## src/rtl/bls_pkg.sv

```systemverilog
package bls_pkg;
   typedef enum logic [2:0] {
      SEL_CTRL  = 3'd0,
      SEL_TGT   = 3'd1,
      SEL_TRIM  = 3'd2,
      SEL_MAN   = 3'd3,
      SEL_LINES = 3'd4,
      SEL_GAIN  = 3'd5
   } bls_sel_e;
endpackage

```

## src/rtl/bls_regs.sv

```systemverilog
module bls_regs
   import bls_pkg::*;
#(
   parameter int DW          = 10,
   parameter int TRIM_W      = 7,
   parameter int LCNT_W      = 8,
   parameter int DEF_TARGET  = 64,
   parameter int DEF_MANUAL  = 512,
   parameter int DEF_LINES   = 16,
   parameter int DEF_GAIN    = 512
) (
   input  logic              clk,
   input  logic              rst_n,
   input  logic              wr,
   input  logic [2:0]        sel,
   input  logic [DW-1:0]     wdata,
   output logic              en,
   output logic [DW-1:0]     target,
   output logic [TRIM_W-1:0] trim,
   output logic [DW-1:0]     manual,
   output logic [LCNT_W-1:0] lines,
   output logic [DW-1:0]     gain
);
   generate
      if (TRIM_W > DW || LCNT_W > DW) begin : g_bad_width
         $error("bls_regs: field wider than write data");
      end
   endgenerate

   always_ff @(posedge clk) begin
      if (!rst_n) begin
         en     <= 1'b1;
         target <= DW'(DEF_TARGET);
         trim   <= '0;
         manual <= DW'(DEF_MANUAL);
         lines  <= LCNT_W'(DEF_LINES);
         gain   <= DW'(DEF_GAIN);
      end else if (wr) begin
         case (bls_sel_e'(sel))
            SEL_CTRL:  en     <= wdata[0];
            SEL_TGT:   target <= wdata;
            SEL_TRIM:  trim   <= wdata[TRIM_W-1:0];
            SEL_MAN:   manual <= wdata;
            SEL_LINES: lines  <= wdata[LCNT_W-1:0];
            SEL_GAIN:  gain   <= wdata;
            default: ;
         endcase
      end
   end
endmodule

```

## src/rtl/bls_accum.sv

```systemverilog
module bls_accum #(
   parameter int DW     = 10,
   parameter int AVG_LG = 6
) (
   input  logic          clk,
   input  logic          rst_n,
   input  logic          clr,
   input  logic          win,
   input  logic          valid,
   input  logic [DW-1:0] data,
   output logic          win_end,
   output logic          meas_ok,
   output logic [DW-1:0] avg
);
   localparam int SW = DW + AVG_LG;

   generate
      if (AVG_LG < 1 || AVG_LG > 10) begin : g_bad_avg
         $error("bls_accum: AVG_LG out of range");
      end
   endgenerate

   logic          blk_q;
   logic [AVG_LG:0] cnt;
   logic [SW-1:0] sum;
   logic          full;

   assign full    = cnt[AVG_LG];
   assign win_end = blk_q & ~win;
   assign meas_ok = full;
   assign avg     = sum[SW-1:AVG_LG];

   always_ff @(posedge clk) begin
      if (!rst_n) begin
         blk_q <= 1'b0;
         cnt   <= '0;
         sum   <= '0;
      end else begin
         blk_q <= win;
         if (clr || win_end) begin
            cnt <= '0;
            sum <= '0;
         end else if (win && valid && !full) begin
            sum <= sum + {{AVG_LG{1'b0}}, data};
            cnt <= cnt + {{AVG_LG{1'b0}}, 1'b1};
         end
      end
   end
endmodule

```

## src/rtl/bls_step.sv

```systemverilog
module bls_step #(
   parameter int DW         = 10,
   parameter int TRIM_W     = 7,
   parameter int LCNT_W     = 8,
   parameter int LOCK_RUN   = 4,
   parameter int DEF_MANUAL = 512
) (
   input  logic              clk,
   input  logic              rst_n,
   input  logic              en,
   input  logic              win_end,
   input  logic              meas_ok,
   input  logic [DW-1:0]     avg,
   input  logic [DW-1:0]     target,
   input  logic [TRIM_W-1:0] trim,
   input  logic [DW-1:0]     manual,
   input  logic [LCNT_W-1:0] lines,
   output logic [DW-1:0]     code,
   output logic              locked
);
   localparam int XW   = DW + 2;
   localparam int LK_W = $clog2(LOCK_RUN + 1);
   localparam logic signed [XW-1:0] ONE_X = XW'(1);
   localparam logic signed [XW-1:0] MAX_X = XW'((1 << DW) - 1);
   localparam logic [DW-1:0]        ONE_D = DW'(1);
   localparam logic [DW-1:0]        TOP_D = {DW{1'b1}};

   generate
      if (LOCK_RUN < 1) begin : g_bad_lock
         $error("bls_step: LOCK_RUN must be at least 1");
      end
   endgenerate

   logic signed [XW-1:0] raw_x, eff_x, avg_x;
   logic                 hi, lo, last;
   logic [LCNT_W:0]      lcnt_nx;
   logic [LCNT_W-1:0]    lcnt;
   logic [LK_W-1:0]      lk;

   always_comb begin
      raw_x = $signed({2'b00, target}) +
              $signed({{(XW-TRIM_W){trim[TRIM_W-1]}}, trim});
      if (raw_x < 0)          eff_x = '0;
      else if (raw_x > MAX_X) eff_x = MAX_X;
      else                    eff_x = raw_x;
      avg_x = $signed({2'b00, avg});
      hi    = avg_x > eff_x + ONE_X;
      lo    = avg_x < eff_x - ONE_X;
   end

   assign lcnt_nx = {1'b0, lcnt} + {{LCNT_W{1'b0}}, 1'b1};
   assign last    = lcnt_nx >= {1'b0, lines};
   assign locked  = (lk == LK_W'(LOCK_RUN));

   always_ff @(posedge clk) begin
      if (!rst_n) begin
         code <= DW'(DEF_MANUAL);
         lcnt <= '0;
         lk   <= '0;
      end else if (!en) begin
         code <= manual;
         lcnt <= '0;
         lk   <= '0;
      end else if (win_end) begin
         if (!last) begin
            lcnt <= lcnt_nx[LCNT_W-1:0];
         end else begin
            lcnt <= '0;
            if (meas_ok) begin
               if (hi) begin
                  code <= (code == '0) ? code : code - ONE_D;
                  lk   <= '0;
               end else if (lo) begin
                  code <= (code == TOP_D) ? code : code + ONE_D;
                  lk   <= '0;
               end else if (!locked) begin
                  lk   <= lk + LK_W'(1);
               end
            end
         end
      end
   end
endmodule

```

## src/rtl/black_level_servo.sv

```systemverilog
module black_level_servo #(
   parameter int DW         = 10,
   parameter int AVG_LG     = 6,
   parameter int TRIM_W     = 7,
   parameter int LCNT_W     = 8,
   parameter int LOCK_RUN   = 4,
   parameter int DEF_TARGET = 64,
   parameter int DEF_MANUAL = 512,
   parameter int DEF_LINES  = 16,
   parameter int DEF_GAIN   = 512
) (
   input  logic          clk,
   input  logic          rst_n,
   input  logic          reg_wr,
   input  logic [2:0]    reg_sel,
   input  logic [9:0]    reg_wdata,
   input  logic          smp_valid,
   input  logic [9:0]    smp_data,
   input  logic          blk_win,
   output logic [9:0]    dac_code,
   output logic          locked,
   output logic [9:0]    gain_code
);
   generate
      if (DW != 10) begin : g_bad_dw
         $error("black_level_servo: port widths assume DW of 10");
      end
   endgenerate

   logic              en_q;
   logic [DW-1:0]     tgt_q, man_q, srv_code, avg;
   logic [TRIM_W-1:0] trim_q;
   logic [LCNT_W-1:0] lines_q;
   logic              win_end, meas_ok;

   bls_regs #(
      .DW(DW), .TRIM_W(TRIM_W), .LCNT_W(LCNT_W),
      .DEF_TARGET(DEF_TARGET), .DEF_MANUAL(DEF_MANUAL),
      .DEF_LINES(DEF_LINES), .DEF_GAIN(DEF_GAIN)
   ) u_regs (
      .clk(clk), .rst_n(rst_n), .wr(reg_wr), .sel(reg_sel), .wdata(reg_wdata),
      .en(en_q), .target(tgt_q), .trim(trim_q), .manual(man_q),
      .lines(lines_q), .gain(gain_code)
   );

   bls_accum #(.DW(DW), .AVG_LG(AVG_LG)) u_acc (
      .clk(clk), .rst_n(rst_n), .clr(~en_q), .win(blk_win), .valid(smp_valid),
      .data(smp_data), .win_end(win_end), .meas_ok(meas_ok), .avg(avg)
   );

   bls_step #(
      .DW(DW), .TRIM_W(TRIM_W), .LCNT_W(LCNT_W),
      .LOCK_RUN(LOCK_RUN), .DEF_MANUAL(DEF_MANUAL)
   ) u_step (
      .clk(clk), .rst_n(rst_n), .en(en_q), .win_end(win_end), .meas_ok(meas_ok),
      .avg(avg), .target(tgt_q), .trim(trim_q), .manual(man_q), .lines(lines_q),
      .code(srv_code), .locked(locked)
   );

   assign dac_code = en_q ? srv_code : man_q;
endmodule

```

## config.mk

```make
export PLATFORM = sky130hd
export DESIGN_NAME = black_level_servo
export DESIGN_NICKNAME = d
export VERILOG_FILES = /design/src/rtl/bls_pkg.sv /design/src/rtl/bls_regs.sv /design/src/rtl/bls_accum.sv /design/src/rtl/bls_step.sv /design/src/rtl/black_level_servo.sv
export SDC_FILE = /design/constraint.sdc
export NUM_CORES = 1
export LEC_CHECK = 0
export BUFFER_PORTS_ARGS = -buffer_cell sky130_fd_sc_hd__buf_2
export CORE_UTILIZATION = 34
export CTS_CLUSTER_DIAMETER = 150
export DETAILED_ROUTE_END_ITERATION = 7
export PLACE_DENSITY_LB_ADDON = 0.2
export REMOVE_ABC_BUFFERS = 1
export SETUP_SLACK_MARGIN = 0.15
export SYNTH_ARGS = -nofsm -noshare
export SYNTH_HDL_FRONTEND = slang
export SYNTH_SLANG_ARGS = --single-unit
export TNS_END_PERCENT = 50
```

## constraint.sdc

```tcl
create_clock -name clk -period 6.5 [get_ports clk]
set_input_delay 0.65 -clock clk [delete_from_list [all_inputs] [get_ports clk]]
set_output_delay 0.65 -clock clk [all_outputs]
set_load 0.01 [all_outputs]
```

* After elaboration in Yosys (flattened, before gate mapping) *
Index checks and enable logic that the tools add are counted.

storage, ports and cells
  output and inout bits = 21
  logic and storage cells = 75
  bits in registers = 91
  input port bits = 28

operators by class
  $add $sub $neg = 9
  bitwise logic cells = 4
  multiplexer cells = 15
  order comparisons = 5
  equality and inequality tests = 14
  reductions and logical operators = 16

operator list
  kind                   number
  $mux 10                9
  $mux 12                2
  $add 16x10->16         1
  $reduce_and 2->1       7
  $add 11x7->12          1
  $add 12x2->12 const B  1
  $gt 11x12->1           1
  $gt 12x11->1 const B   1
  $lt 11x12->1           1
  $lt 12x1->1 const B    1
  $sub 12x2->12 const B  1
  $add 10x1->10 const B  1
  $eq 10x10->1 const B   1
  $logic_not 10->1       1
  $sub 10x1->10 const B  1
  $add 8x1->9 const B    1
  $eq 3x3->1 const B     3
  $ge 9x8->1             1
  $mux 3                 3
  $mux 8                 1
  $add 7x1->7 const B    1
  $eq 3x2->1 const B     2
  $ne 2x1->1 const B     3
  $ne 3x1->1 const B     2
  other kinds (13)       16

* Depth between registers and ports, before layout *
  word-level depth = 12
  mapped depth = 29
  depth with buffers taken out = 27

* Modules after synthesis *
Synthesis repeated with hierarchy kept, for this count alone.

unflattened totals
  cell total of the unflattened synthesis = 824
  area total of the unflattened synthesis = 6902.9 µm²

by module, submodules not included
  module             cells each  area each (µm²)  seq. area each (µm²)  times used
  bls_step           454         3427.0           420.4                 1
  bls_regs           171         1780.5           920.9                 1
  bls_accum          187         1534.0           480.5                 1
  black_level_servo  12          161.4            0.0                   1

* Least setup slack after synthesis *
Ideal clock, no wire load.

  path type = flip-flop to flip-flop
  start point = reg u_regs.target[0]
  end point = reg u_step.code[6]
  clock period less this slack = 6.135 ns
  library setup time = 0.091 ns
  arrival time = 6.044 ns
  stages on the path, launching flop included = 30
  buffers on the path = 2
  required time = 6.409 ns
  setup slack = 0.365 ns
  path through = dfxtp_1 > ha_1 > fa_1 > a21o_1 > a221o_1 > a311oi_1 > clkbuf_1 > nor2_1 > o22a_1 > inv_1 > ha_1 > clkbuf_1 > o211ai_1 > or3_1 > nor3_1 > nor2_1 > a31oi_1 > ha_1 > nand3_1 > nor3_1 > a21oi_1 > o21ai_0 > a211o_4 > nor2_4 > xnor2_1 > ha_1 > nor4_1 > a31oi_1 > or4_1 > a311oi_1

between the ends
  cells in the longest elaborated chain, start to end = 11
  elaborated cells on any way between the ends = 18
  classes of those cells = add/sub (3); order compare (4); eq/ne (3); mux (7); reduce/logical (1)

ends and longest elaborated chain
  item                    line            source
  from (decl)             bls_regs.sv:18  output logic [DW-1:0] target,
  from (signal assigned)  bls_regs.sv:33  target <= DW'(DEF_TARGET);
  from (signal assigned)  bls_regs.sv:41  SEL_TGT: target <= wdata;
  $add 11x7->12 *         bls_step.sv:41  raw_x = $signed({2'b00, target}) +
  $gt 12x11->1            bls_step.sv:44  else if (raw_x > MAX_X) eff_x = MAX_X;
  $mux 12                 bls_step.sv:44
  $mux 12 *               bls_step.sv:43  if (raw_x < 0) eff_x = '0;
  $add 12x2->12           bls_step.sv:47  hi = avg_x > eff_x + ONE_X;
  $gt 11x12->1            bls_step.sv:47
  $mux 10                 bls_step.sv:70  if (hi) begin
  $mux 10                 bls_step.sv:69  if (meas_ok) begin
  $mux 10                 bls_step.sv:65  if (!last) begin
  $mux 10                 bls_step.sv:64  end else if (win_end) begin
  $mux 10                 bls_step.sv:60  end else if (!en) begin
  to (signal assigned)    bls_step.sv:61  code <= manual;
  to (signal assigned)    bls_step.sv:71  code <= (code == '0) ? code : code - ONE_D;
  to (signal assigned)    bls_step.sv:74  code <= (code == TOP_D) ? code : code + ONE_D;
  to (decl)               bls_step.sv:18  output logic [DW-1:0] code,

Every way passes the cells marked *; elsewhere a longest branch is shown, timed or not. The select of a mux whose other input is x is not followed.
A chain may end at the register's enable or synchronous reset.

* Final worst setup path *
Same ends and word-level chain as after synthesis.

==> flow_summary.toml <==
[die]
die_height_um = 139
core-area_um2 = 18200
die_w_um = 139
start_util_pct = 35.2
num_rows = 49
die_area_um2 = 19400
io_pins = 49

[route]
drc = 0
wl_met2_um = 6990
dr_total_vias = 5716
first_pass_iters = 5
wl_per_cell_um = 15.1
topRoutingLayerUsed = "met4"
met3_length_um = 454
drt_iter0_markers = 286
wl_um = 16400
viasPerCell = 5.28
ant_nets = 0
drt-met1-wl_um = 8540

[clock_network]
clock_sinks = 91
cts-hold-fix-buffers = 0
cts_buffer_depth = 2
cts_max_level = 3
clk_latency_ns = 0.35
cts_tree = "done"
clk_pin_slew_ns = 0.07
cts_made_buffers = 9
root_buffer = "clkbuf_16"

[setup_path]
required_ns = 6.75
slowest_stage = "a311o_2"
critPathLaunch = "u_regs.target[0]"
ff2ff_path_depth = 27
worstPathArrival_ns = 6.22
reg2reg_slack_ns = 0.53
crit_type = "reg2reg"
slowest_delay_ns = 0.44
cp_common_cell = "ha_1"
r2r-end = "u_step.code[6]"
path_max_fanout = 8
start_kind = "register"
r2r-start = "u_regs.target[0]"
end_kind = "register"

[global_routing]
antenna_found_initial = 0
overflow = 0
grt_pass1_wl_um = 27400
grt_pass1_vias = 5449
grtUsageTotal_pct = 17.3
grt_max_degree = 47

[logic_synthesis]
synthMuxAreaShare_pct = 3.47
synth.avg_cell_area_um2 = 7.86
synth_xor_area_share_pct = 5.83
ys_seq_area_share_pct = 28.4
synthCells = 816
synth_edf_count = 0
synth_top_family_by_area = "simple AND/OR/NAND/NOR gates"
synth_compound_area_share_pct = 22.9
yosys_warnings = 0
ys.flop_type = "dfxtp_1"
ys_types = 78
synth_seq_cells = 91
synthSimpleGateAreaFrac_pct = 23.5
synthesis.area_um2 = 6410
async_reset_ff_share_pct = 0
synth_adder_area_share_pct = 11.4

[final_layout]
fin_cells = 1082
num-nets-final = 933
fin_area_um2 = 7160
final-seq-area_um2 = 1820
final.fill_count = 1903
layout-drive-gt1-share_pct = 13.1
areaGrowthSynthToFinish_pct = 11.6
multi_input_area_um2 = 4340
diodes = 0

[power]
p_leak_nw = 2.95
p_per_area_nw_per_um2 = 176
ir_drop_mv = 0.112

[worst_hold_path]
holdCritStartpoint = "u_regs.target[8]"
hold_class = "reg2reg"
hold_depth = 2
min_to = "u_regs.target[8]"

[sta]
setup_violations = 0
finalSetupTns_ns = 0
hold_violations = 0
final_max_slew_viol_count = 0
max_clock_freq_mhz = 168
whs_ns = 0.459
finalClockSkew_ns = 0.0160
max-slew-margin-rel_pct = 19.9
rsz0062_at_grt = "no"
period_share_pct = 91.8
tightest_slew_ns = 1.19
fin_ws_ns = 0.535
layout_min_cycle_time_ns = 5.97

[placed_design]
dp_cells = 1065
place_congestion = 0.848
dp_slack_ns = 0.315
io_buffers = 48
placed_area_um2 = 6850
dp_hpwl_um = 12300

[status]
status = "complete, no violations"

[flow_run]
drv_cap = 0
-- how the worst max path moves through the flow --
| stage | cells past startpoint | end |
|---|---|---|
| 6_report | 27 | u_step.code[6] |
| 3_5_place_dp | 27 | u_step.code[6] |
| 3_3_place_gp | 27 | u_step.code[6] |
| 2_1_floorplan | 27 | u_step.code[6] |
| 5_1_grt | 27 | u_step.code[2] |
| 4_1_cts | 27 | u_step.code[6] |
-- layout by cell type, fill, tap and decap left out, types with 3 or more instances in the layout --
| cell type | Yosys | final |
|---|---|---|
| o21a_1 | 12 | 12 |
| and4_1 | 3 | 3 |
| nor2b_1 | 5 | 5 |
| a311oi_1 | 6 | 5 |
| o21ai_1 | 4 | 4 |
| inv_1 | 34 | 34 |
| clkbuf_16 | 0 | 9 |
| or3_1 | 6 | 5 |
| dfxtp_1 | 91 | 91 |
| and2_1 | 7 | 7 |
| nor3_1 | 14 | 13 |
| mux2i_1 | 11 | 11 |
| a21oi_1 | 69 | 69 |
| a21o_1 | 9 | 9 |
| o211ai_1 | 10 | 10 |
| a211oi_1 | 8 | 8 |
| nor2_1 | 79 | 79 |
| nand2_1 | 125 | 125 |
| nand4_1 | 6 | 6 |
| nand3_1 | 23 | 23 |
| a31oi_1 | 14 | 14 |
| xor2_1 | 14 | 14 |
| buf_4 | 0 | 10 |
| and3_1 | 8 | 8 |
| nand2b_1 | 14 | 14 |
| a22oi_1 | 3 | 3 |
| ha_1 | 55 | 54 |
| o21bai_1 | 5 | 5 |
| xnor2_1 | 25 | 25 |
| or4_1 | 6 | 6 |
| buf_2 | 2 | 48 |
| or2_2 | 4 | 4 |
| o31ai_1 | 5 | 5 |
| mux2_2 | 10 | 10 |
| nor4_1 | 4 | 4 |
| nor4b_1 | 5 | 5 |
| o2111ai_1 | 4 | 4 |
| clkinv_2 | 0 | 3 |
| o21ai_0 | 31 | 31 |
-- metrics by stage --
stage | total power [mW] | util [%]
floorplan | 0.727 | -
global route | 1.33 | 39.3
finish | 1.26 | 39.3
global placement | 0.789 | 37.6
CTS | 1.28 | 39.1
detailed placement | 0.789 | 37.6
-- registers in the layout, summed over array words and instances, names as in the netlist --
signal,count
u_acc.sum,16
u_regs.gain,10
u_regs.manual,10
u_regs.target,10
u_step.code,10
u_regs.lines,8
u_step.lcnt,8
u_acc.cnt,7
u_regs.trim,7
u_step.lk,3
u_acc.blk_q,1
u_regs.en,1
-- report_power, final --
| group | switching (mW) | internal [mW] | total (mW) |
|---|---|---|---|
| Combinational | 0.114 | 0.0777 | 0.192 |
| Clock | 0.225 | 0.259 | 0.485 |
| Sequential | 0.0126 | 0.572 | 0.584 |
| Total | 0.352 | 0.909 | 1.26 |
-- metal layers --
layer,vias up,track usage (%)
li1,2971,-
met1,2624,24.4
met2,101,26.9
met3,20,2.10
met4,0,6.55
met5,-,0
-- cells in the mapped netlist (7+ instances only) --
| cell type | count | area (um2) |
|---|---|---|
| a211oi_1 | 8 | 60.1 |
| a21o_1 | 9 | 67.6 |
| a21oi_1 | 69 | 345 |
| a31oi_1 | 14 | 87.6 |
| and2_1 | 7 | 43.8 |
| and3_1 | 8 | 50.1 |
| clkbuf_1 | 30 | 113 |
| dfxtp_1 | 91 | 1820 |
| ha_1 | 55 | 688 |
| inv_1 | 34 | 128 |
| mux2_2 | 10 | 113 |
| mux2i_1 | 11 | 110 |
| nand2_1 | 125 | 469 |
| nand2b_1 | 14 | 87.6 |
| nand3_1 | 23 | 115 |
| nor2_1 | 79 | 297 |
| nor3_1 | 14 | 70.1 |
| o211ai_1 | 10 | 75.1 |
| o21a_1 | 12 | 90.1 |
| o21ai_0 | 31 | 155 |
| xnor2_1 | 25 | 219 |
| xor2_1 | 14 | 123 |
-- timing repair --
item | CTS | global route
buffers inserted | 0 | 1
gates resized for setup | 0 | 6
hold endpoints to repair | 0 | 0
setup endpoints to repair | 0 | 7
-- layout make-up --
| class | instances | area share (%) |
|---|---|---|
| multi-input cells | 653 | 60.6 |
| flip-flops and latches | 91 | 25.4 |
| repair buffers | 58 | 4.40 |
| well taps | 229 | 4.00 |
| clock buffers | 10 | 3.20 |
| inverters | 35 | 1.84 |
| clock inverters | 6 | 0.559 |
-- cell families (layout without fill, tap and decap cells) --
group	Yosys count	after routing
flops	91	91
compound gates	214	214
xor+xnor	41	41
buf+inv	72	109
fa+ha+maj	57	57
simple gates	320	320
mux	21	21
-- worst max-delay path, delay by kind of cell, from the launching register on --
family | cells | cell delay [ns]
adder cells (fa/ha/maj) | 5 | 1.33
flip-flops | 1 | 0.31
XOR/XNOR | 1 | 0.11
AND/OR/NAND/NOR | 6 | 1.10
buffers and inverters | 2 | 0.23
AO/OA/AOI/OAI | 13 | 2.77
(Power assumes the default switching activity.)
